$ cat config.mk
export PLATFORM = sky130hd
export DESIGN_NAME = msp_size_probe
export DESIGN_NICKNAME = d
export VERILOG_FILES = /design/src/rtl/msp_pkg.sv /design/src/rtl/msp_offset_walk.sv /design/src/rtl/msp_capture.sv /design/src/rtl/msp_ctrl.sv /design/src/rtl/msp_size_probe.sv
export SDC_FILE = /design/constraint.sdc
export NUM_CORES = 1
export LEC_CHECK = 0
export BUFFER_PORTS_ARGS = -buffer_cell sky130_fd_sc_hd__buf_2
export CAP_MARGIN = 15
export CORE_ASPECT_RATIO = 1.2
export CORE_MARGIN = 1.5
export CORE_UTILIZATION = 55
export CTS_BUF_LIST = sky130_fd_sc_hd__clkbuf_4 sky130_fd_sc_hd__clkbuf_8
export DETAILED_ROUTE_END_ITERATION = 7
export PLACE_DENSITY = 0.89
export SYNTH_ARGS = -nofsm -noshare
export SYNTH_HDL_FRONTEND = slang
export SYNTH_SLANG_ARGS = --single-unit
$ cat constraint.sdc
create_clock -name clk -period 3.8 [get_ports clk]
set_clock_uncertainty 0.1 [all_clocks]
set_input_delay 0.38 -clock clk [delete_from_list [all_inputs] [get_ports clk]]
set_output_delay 0.38 -clock clk [all_outputs]
set_load 0.01 [all_outputs]
$ cat src/rtl/msp_pkg.sv
package msp_pkg;

    localparam int WORD_W  = 32;
    localparam int LANE_SH = $clog2(WORD_W / 8);
    localparam int WADDR_W = WORD_W - LANE_SH;

    typedef logic [WORD_W-1:0]  word_t;
    typedef logic [WADDR_W-1:0] waddr_t;

    typedef enum logic [2:0] {
        ST_IDLE,
        ST_CHECK,
        ST_ISSUE,
        ST_WAIT,
        ST_DECIDE
    } fsm_e;

    // Order of the accesses inside one probe step.
    typedef enum logic [3:0] {
        PH_SAVE_PROBE,
        PH_SAVE_BASE,
        PH_MARK_PROBE,
        PH_CLEAR_BASE,
        PH_CHECK_BASE,
        PH_FLUSH_PROBE,
        PH_SAMPLE_PROBE,
        PH_RESTORE_PROBE,
        PH_RESTORE_BASE
    } phase_e;

    typedef struct packed {
        logic rd;
        logic at_probe;
    } access_t;

    function automatic access_t access_of(input phase_e ph);
        access_t a;
        a.rd       = (ph inside {PH_SAVE_PROBE, PH_SAVE_BASE, PH_CHECK_BASE,
                                 PH_FLUSH_PROBE, PH_SAMPLE_PROBE});
        a.at_probe = (ph inside {PH_SAVE_PROBE, PH_MARK_PROBE, PH_FLUSH_PROBE,
                                 PH_SAMPLE_PROBE, PH_RESTORE_PROBE});
        return a;
    endfunction

    function automatic phase_e step_after(input phase_e ph);
        case (ph)
            PH_SAVE_PROBE:    return PH_SAVE_BASE;
            PH_SAVE_BASE:     return PH_MARK_PROBE;
            PH_MARK_PROBE:    return PH_CLEAR_BASE;
            PH_CLEAR_BASE:    return PH_CHECK_BASE;
            PH_CHECK_BASE:    return PH_FLUSH_PROBE;
            PH_FLUSH_PROBE:   return PH_SAMPLE_PROBE;
            PH_SAMPLE_PROBE:  return PH_RESTORE_PROBE;
            PH_RESTORE_PROBE: return PH_RESTORE_BASE;
            default:          return PH_SAVE_PROBE;
        endcase
    endfunction

endpackage

$ cat src/rtl/msp_offset_walk.sv
module msp_offset_walk
    import msp_pkg::*;
#(
    parameter word_t FIRST_BYTES = 32'h0010_0000
) (
    input  logic   clk,
    input  logic   rst,
    input  logic   load,
    input  logic   advance,
    input  word_t  limit_in,
    output word_t  offset_bytes,
    output waddr_t probe_word,
    output word_t  limit_bytes,
    output logic   is_first,
    output logic   reached
);

    word_t offset_q;
    word_t limit_q;
    logic  first_q;

    always_ff @(posedge clk) begin
        if (rst) begin
            offset_q <= '0;
            limit_q  <= '0;
            first_q  <= 1'b0;
        end else if (load) begin
            offset_q <= FIRST_BYTES;
            limit_q  <= limit_in;
            first_q  <= 1'b1;
        end else if (advance) begin
            offset_q <= offset_q << 1;
            first_q  <= 1'b0;
        end
    end

    assign offset_bytes = offset_q;
    assign probe_word   = offset_q[WORD_W-1:LANE_SH];
    assign limit_bytes  = limit_q;
    assign is_first     = first_q;
    assign reached      = (offset_q >= limit_q);

endmodule

$ cat src/rtl/msp_capture.sv
module msp_capture
    import msp_pkg::*;
(
    input  logic   clk,
    input  logic   rst,
    input  logic   step_clr,
    input  logic   rd_done,
    input  phase_e phase,
    input  word_t  rdata,
    input  word_t  expect_val,
    output word_t  save_probe,
    output word_t  save_base,
    output logic   base_hit,
    output logic   base_dirty,
    output logic   mismatch
);

    assign base_hit = (rdata != '0);

    always_ff @(posedge clk) begin
        if (rst || step_clr) begin
            save_probe <= '0;
            save_base  <= '0;
            base_dirty <= 1'b0;
            mismatch   <= 1'b0;
        end else if (rd_done) begin
            case (phase)
                PH_SAVE_PROBE:   save_probe <= rdata;
                PH_SAVE_BASE:    save_base  <= rdata;
                PH_CHECK_BASE:   base_dirty <= base_hit;
                PH_SAMPLE_PROBE: mismatch   <= (rdata != expect_val);
                default: ;
            endcase
        end
    end

endmodule

$ cat src/rtl/msp_ctrl.sv
module msp_ctrl
    import msp_pkg::*;
(
    input  logic   clk,
    input  logic   rst,
    input  logic   start,
    input  logic   reached,
    input  logic   is_first,
    input  word_t  offset_bytes,
    input  word_t  limit_bytes,
    input  waddr_t probe_word,
    input  logic   mem_rvalid,
    input  logic   base_hit,
    input  logic   base_dirty,
    input  logic   mismatch,
    input  word_t  save_probe,
    input  word_t  save_base,
    output logic   load,
    output logic   advance,
    output logic   step_clr,
    output logic   rd_done,
    output phase_e phase,
    output word_t  expect_val,
    output waddr_t mem_addr,
    output word_t  mem_wdata,
    output logic   mem_we,
    output logic   mem_re,
    output logic   busy,
    output logic   done,
    output word_t  size_bytes
);

    fsm_e    state;
    access_t acc;

    assign acc        = access_of(phase);
    assign expect_val = {{LANE_SH{1'b0}}, probe_word};

    assign load     = (state == ST_IDLE) && start;
    assign step_clr = (state == ST_CHECK) && !reached;
    assign rd_done  = (state == ST_WAIT) && mem_rvalid;
    assign advance  = (state == ST_DECIDE) && !base_dirty && !mismatch;
    assign busy     = (state != ST_IDLE);

    assign mem_re   = (state == ST_ISSUE) && acc.rd;
    assign mem_we   = (state == ST_ISSUE) && !acc.rd;
    assign mem_addr = acc.at_probe ? probe_word : '0;

    always_comb begin
        case (phase)
            PH_MARK_PROBE:    mem_wdata = expect_val;
            PH_RESTORE_PROBE: mem_wdata = save_probe;
            PH_RESTORE_BASE:  mem_wdata = save_base;
            default:          mem_wdata = '0;
        endcase
    end

    always_ff @(posedge clk) begin
        if (rst) begin
            state      <= ST_IDLE;
            phase      <= PH_SAVE_PROBE;
            done       <= 1'b0;
            size_bytes <= '0;
        end else begin
            done <= 1'b0;
            case (state)
                ST_IDLE: begin
                    if (start) begin
                        state      <= ST_CHECK;
                        size_bytes <= '0;
                    end
                end
                ST_CHECK: begin
                    if (reached) begin
                        state      <= ST_IDLE;
                        done       <= 1'b1;
                        size_bytes <= limit_bytes;
                    end else begin
                        state <= ST_ISSUE;
                        phase <= PH_SAVE_PROBE;
                    end
                end
                ST_ISSUE: begin
                    if (acc.rd) begin
                        state <= ST_WAIT;
                    end else if (phase == PH_RESTORE_BASE) begin
                        state <= ST_DECIDE;
                    end else begin
                        phase <= step_after(phase);
                    end
                end
                ST_WAIT: begin
                    if (mem_rvalid) begin
                        state <= ST_ISSUE;
                        if ((phase == PH_CHECK_BASE) && base_hit) begin
                            phase <= PH_RESTORE_PROBE;
                        end else begin
                            phase <= step_after(phase);
                        end
                    end
                end
                ST_DECIDE: begin
                    if (base_dirty) begin
                        state      <= ST_IDLE;
                        done       <= 1'b1;
                        size_bytes <= '0;
                    end else if (mismatch) begin
                        state      <= ST_IDLE;
                        done       <= 1'b1;
                        size_bytes <= is_first ? '0 : offset_bytes;
                    end else begin
                        state <= ST_CHECK;
                    end
                end
                default: state <= ST_IDLE;
            endcase
        end
    end

endmodule

$ cat src/rtl/msp_size_probe.sv
module msp_size_probe
    import msp_pkg::*;
#(
    parameter word_t FIRST_BYTES = 32'h0010_0000
) (
    input  logic         clk,
    input  logic         rst,
    input  logic         start,
    input  logic [31:0]  max_bytes,
    output logic [29:0]  mem_addr,
    output logic [31:0]  mem_wdata,
    output logic         mem_we,
    output logic         mem_re,
    input  logic [31:0]  mem_rdata,
    input  logic         mem_rvalid,
    output logic         busy,
    output logic         done,
    output logic [31:0]  size_bytes
);

    logic   load, advance, step_clr, rd_done;
    logic   reached, is_first;
    word_t  offset_bytes, limit_bytes, expect_val;
    waddr_t probe_word;
    phase_e phase;
    logic   base_hit, base_dirty, mismatch;
    word_t  save_probe, save_base;

    msp_offset_walk #(.FIRST_BYTES(FIRST_BYTES)) u_walk (
        .clk          (clk),
        .rst          (rst),
        .load         (load),
        .advance      (advance),
        .limit_in     (max_bytes),
        .offset_bytes (offset_bytes),
        .probe_word   (probe_word),
        .limit_bytes  (limit_bytes),
        .is_first     (is_first),
        .reached      (reached)
    );

    msp_capture u_capture (
        .clk        (clk),
        .rst        (rst),
        .step_clr   (step_clr),
        .rd_done    (rd_done),
        .phase      (phase),
        .rdata      (mem_rdata),
        .expect_val (expect_val),
        .save_probe (save_probe),
        .save_base  (save_base),
        .base_hit   (base_hit),
        .base_dirty (base_dirty),
        .mismatch   (mismatch)
    );

    msp_ctrl u_ctrl (
        .clk          (clk),
        .rst          (rst),
        .start        (start),
        .reached      (reached),
        .is_first     (is_first),
        .offset_bytes (offset_bytes),
        .limit_bytes  (limit_bytes),
        .probe_word   (probe_word),
        .mem_rvalid   (mem_rvalid),
        .base_hit     (base_hit),
        .base_dirty   (base_dirty),
        .mismatch     (mismatch),
        .save_probe   (save_probe),
        .save_base    (save_base),
        .load         (load),
        .advance      (advance),
        .step_clr     (step_clr),
        .rd_done      (rd_done),
        .phase        (phase),
        .expect_val   (expect_val),
        .mem_addr     (mem_addr),
        .mem_wdata    (mem_wdata),
        .mem_we       (mem_we),
        .mem_re       (mem_re),
        .busy         (busy),
        .done         (done),
        .size_bytes   (size_bytes)
    );

endmodule

==> results.yml <==
status:
  outcome: "complete, but fails checks"
  failed_checks: "design-rule violations"
clock_tree:
  postCtsResizedCells: 0
  cts_tree: "yes"
  max_root_sink_buffers: 2
  cts-root-buf: "sky130_fd_sc_hd__clkbuf_8"
  cts_inserted_buffers: 17
  cts_setup_buffers: 0
  worstSkewPairLatency_ps: 460
  path_clk_slew_ps: 80
  numClockSinks: 154
  htree_levels: 4
  number_of_hold_buffers_added_after_cts: 0
logic_synthesis:
  post_synth_adder_cell_area: 0.02259
  synth.top_cell.area_share: 0.4281
  synthTopCellsByArea: "sky130_fd_sc_hd__dfxtp_1 (43%), sky130_fd_sc_hd__nand2_1 (12%), sky130_fd_sc_hd__a21oi_1 (6.5%)"
  ys.flop_type: "sky130_fd_sc_hd__dfxtp_1"
  number_of_enable_type_register_cells_in_the_synthesized_netlist: 0
  synth.mux.area_fraction: 0.01668
  post_synth_and_or_nand_nor_area_fraction: 0.2321
  yosysWarningCount: 0
  yosys.cell_types.count: 54
  synth.cell_area_sq_um: 7202
  syn-mean-instance-area_sq_um: 8.203
  post_synth_xor_xnor_area: 0.01459
  asyncSetResetFlopFracSynth: 0
  synth_sequential_area_ratio: 0.4281
  synth_top_area_cell: "sky130_fd_sc_hd__dfxtp_1"
  main_combinational_cell_family_by_area_after_synthesis: "simple AND/OR/NAND/NOR gates"
  synthCells: 878
  synth.ff_latch_count: 154
  compound_gate_portion_of_the_synthesized_area: 0.2095
pwr:
  power_switching_share: 0.3517
  switching_power_uw: 1634
  vdd.ir_drop.worst_mv: 0.3317
  p_comb_frac: 0.283
  pwr_cell_area_nw_per_um2: 554.2
  internal_power_uw: 3012
  p_seq_frac: 0.424
  share_clk_of_total_power: 0.292
  static-leakage-power_uw: 0.003292
sta:
  unrepaired_setup_endpoints_after_global_routing: "false"
  setup_total_negative_slack_ps: 0
  fmaxAchievable_ghz: 0.3342
  total_setup_violations_reported_at_the_end_of_the_flow: 0
  final.min_clock_period_ps: 2992
  tightestPinTransition_ps: 1139
  setup_slack_ps: 807.6
  timing.max_slew.rel_slack: 0.2405
  finalHoldViolCount: 0
  final_worst_path_period_share: 0.7875
  holdWs_ps: 48.53
  maxSlewViolCount: 0
die:
  design.die.area_sq_um: 13790
  num_rows: 45
  initial_utilization: 0.5660
  io_pins: 166
  core_area_sq_um: 12720
  height_of_the_die_um: 128.4
  chipWidth_um: 107.5
routing:
  route.detailed.drc: 13
  post_drt_wl_per_cell_um: 16.15
  detail_route.vias_per_cell: 5.779
  detail-route-antenna-nets: 0
  firstDrtPassIters: 8
  detailedRoute.firstIterationViolations: 766
  dr_total_vias: 6750
  detail_route.wirelength_um: 18870
setup_path:
  timing.critical_path.cells: "nand3_1, nor2_2, buf_4, a22o_1, buf_2"
  timing.critical_path.slowest_cell_delay_ps: 640
  ff2ff_setup_slack_ps: 810
  setup.worst_path.start_class: "flip-flop"
  crit_path_end_kind: "primary output"
  timing_worst_setup_path_type: "reg2out"
  reg2reg_depth: 11
  cp.arrival_ps: 2510
  critical_path_peak_fanout: 20
  crit_required_ps: 3320
  cpMaxStageDelayCell: "sky130_fd_sc_hd__dfxtp_1"
placement:
  place_hpwl_um: 13220
  finalWeightedCongestion: 0.8926
  buffer_ports.inserted: 147
  dpl-instance-area_sq_um: 7941
  preCtsSetupSlack_ps: 829.5
  dp.cells: 1136
global_routing:
  vias_in_the_first_global_route: 6399
  initial_antenna_violation_count: 0
  global_route.usage.total: 0.2772
  grt_pass1_wl_um: 30520
  aggregate_global_routing_overflow: 0
  grt_max_degree: 68
job:
  max_cap_violations: 0
min_path:
  hold-path-cell-count: 3
  hold_path.class: "in2reg"
final_layout:
  insertedDiodeCount: 0
  stdcell_count: 1168
  design.final.nets: 1072
  syn_to_final_growth_pct: 16.38
  fillCellCount: 1079
  final_layout_size_suffix_gt1_frac: 0.2500
  final_area_sq_um: 8382
==> sequential cells by signal, indices dropped and copies added (netlist names), 3 cells and up, named ones only <==
| signal | flops |
|---|---|
| u_ctrl.size_bytes | 32 |
| u_capture.save_probe | 32 |
| u_ctrl.phase | 4 |
| u_ctrl.state | 3 |
| u_walk.limit_bytes | 32 |
| u_walk.offset_bytes | 11 |
| u_capture.save_base | 32 |
==> cell families after synthesis <==
family,after synthesis
and+or+nand+nor,367
AOI/OAI and AO/OA,207
DFF,154
buffers and inverters,112
adders and majority gates,13
xor gates and xnor gates,12
muxes,12
other,1
==> worst max-delay path, delay by kind of cell (launching register included) <==
family | cells | cell delay, ps
compound gates | 1 | 200
simple gates | 2 | 710
flops | 1 | 640
buf+inv | 2 | 500
==> routing by layer <==
metal / GRT usage / share of wire / wire [um] / vias to the layer above
li1: - / - / - / 3243
met1: 0.3326 / 0.40 / 7467 / 3140
met2: 0.4586 / 0.49 / 9208 / 318
met3: 0.07396 / 0.082 / 1556 / 49
met4: 0.1385 / 0.034 / 637 / 0
met5: 0 / 0 / 0 / -
==> placed cells by master (no fill, tap or decap), types with 14 or more instances in the layout <==
cell type                  count
sky130_fd_sc_hd__a21oi_1      94
sky130_fd_sc_hd__a21oi_2      41
sky130_fd_sc_hd__a222oi_1     23
sky130_fd_sc_hd__a22o_1       20
sky130_fd_sc_hd__and2_1       15
sky130_fd_sc_hd__buf_2       147
sky130_fd_sc_hd__buf_4        14
sky130_fd_sc_hd__clkbuf_8     19
sky130_fd_sc_hd__conb_1       18
sky130_fd_sc_hd__dfxtp_1     154
sky130_fd_sc_hd__inv_1        26
sky130_fd_sc_hd__nand2_1     226
sky130_fd_sc_hd__nand3_1      24
sky130_fd_sc_hd__nor2_1       25
sky130_fd_sc_hd__nor3_1       28
==> per-stage QoR <==
stage	utilization	power, uW
after floorplan	-	2948
after global placement	0.6241	3275
after detailed placement	0.6241	3311
after CTS	0.6587	4645
after global routing	0.6587	4885
final	0.6587	4645
==> area by class of cell <==
cell class / instances / area, sq um / share of cell area
Multi-Input combinational cell: 629 / 3675 / 0.4384
Sequential cell: 154 / 3083 / 0.3678
Timing Repair Buffer: 163 / 880.8 / 0.1051
Clock buffer: 20 / 269.0 / 0.03209
Tap cell: 164 / 205.2 / 0.02448
Clock inverter: 12 / 171.4 / 0.02045
Inverter: 26 / 97.59 / 0.01164
==> worst paths after layout <==
kind / end / start
hold reg to reg: u_capture.save_probe[0] / u_capture.save_probe[0]
hold / removal: u_walk.limit_bytes[24] / max_bytes[24]
setup reg to reg: flip-flop / u_walk.limit_bytes[31]
setup / recovery: mem_wdata[8] / u_ctrl.phase[2]
==> power groups by stage <==
stage / Combinational, uW / Clock [uW] / Sequential [uW]
2_1_floorplan: 1020 / 0 / 1920
3_3_place_gp: 1280 / 0 / 2000
3_5_place_dp: 1310 / 0 / 2000
4_1_cts: 1310 / 1370 / 1970
5_1_grt: 1450 / 1430 / 2000
6_report: 1320 / 1360 / 1970
==> cell usage after synthesis (2+ instances only) <==
library cell / number
sky130_fd_sc_hd__nor4b_1: 6
sky130_fd_sc_hd__a311oi_1: 6
sky130_fd_sc_hd__nor2b_1: 2
sky130_fd_sc_hd__clkbuf_1: 46
sky130_fd_sc_hd__a2111oi_0: 2
sky130_fd_sc_hd__a21oi_2: 41
sky130_fd_sc_hd__a21oi_1: 94
sky130_fd_sc_hd__and4_1: 3
sky130_fd_sc_hd__and3b_1: 2
sky130_fd_sc_hd__dfxtp_1: 154
sky130_fd_sc_hd__and2_1: 15
sky130_fd_sc_hd__nor4_1: 12
sky130_fd_sc_hd__xnor2_1: 12
sky130_fd_sc_hd__nor3_1: 28
sky130_fd_sc_hd__a21o_1: 3
sky130_fd_sc_hd__mux2i_1: 12
sky130_fd_sc_hd__nor3b_1: 2
sky130_fd_sc_hd__o21ai_0: 4
sky130_fd_sc_hd__a311oi_2: 2
sky130_fd_sc_hd__buf_1: 5
sky130_fd_sc_hd__buf_2: 11
sky130_fd_sc_hd__nand3_1: 24
sky130_fd_sc_hd__nand2b_1: 5
sky130_fd_sc_hd__inv_1: 26
sky130_fd_sc_hd__a22o_1: 20
sky130_fd_sc_hd__nand4_1: 6
sky130_fd_sc_hd__ha_1: 13
sky130_fd_sc_hd__a222oi_1: 23
sky130_fd_sc_hd__nor2_1: 26
sky130_fd_sc_hd__buf_6: 6
sky130_fd_sc_hd__nand2_1: 226
sky130_fd_sc_hd__and3_1: 2
sky130_fd_sc_hd__buf_4: 18
(Power assumes the default switching activity.)
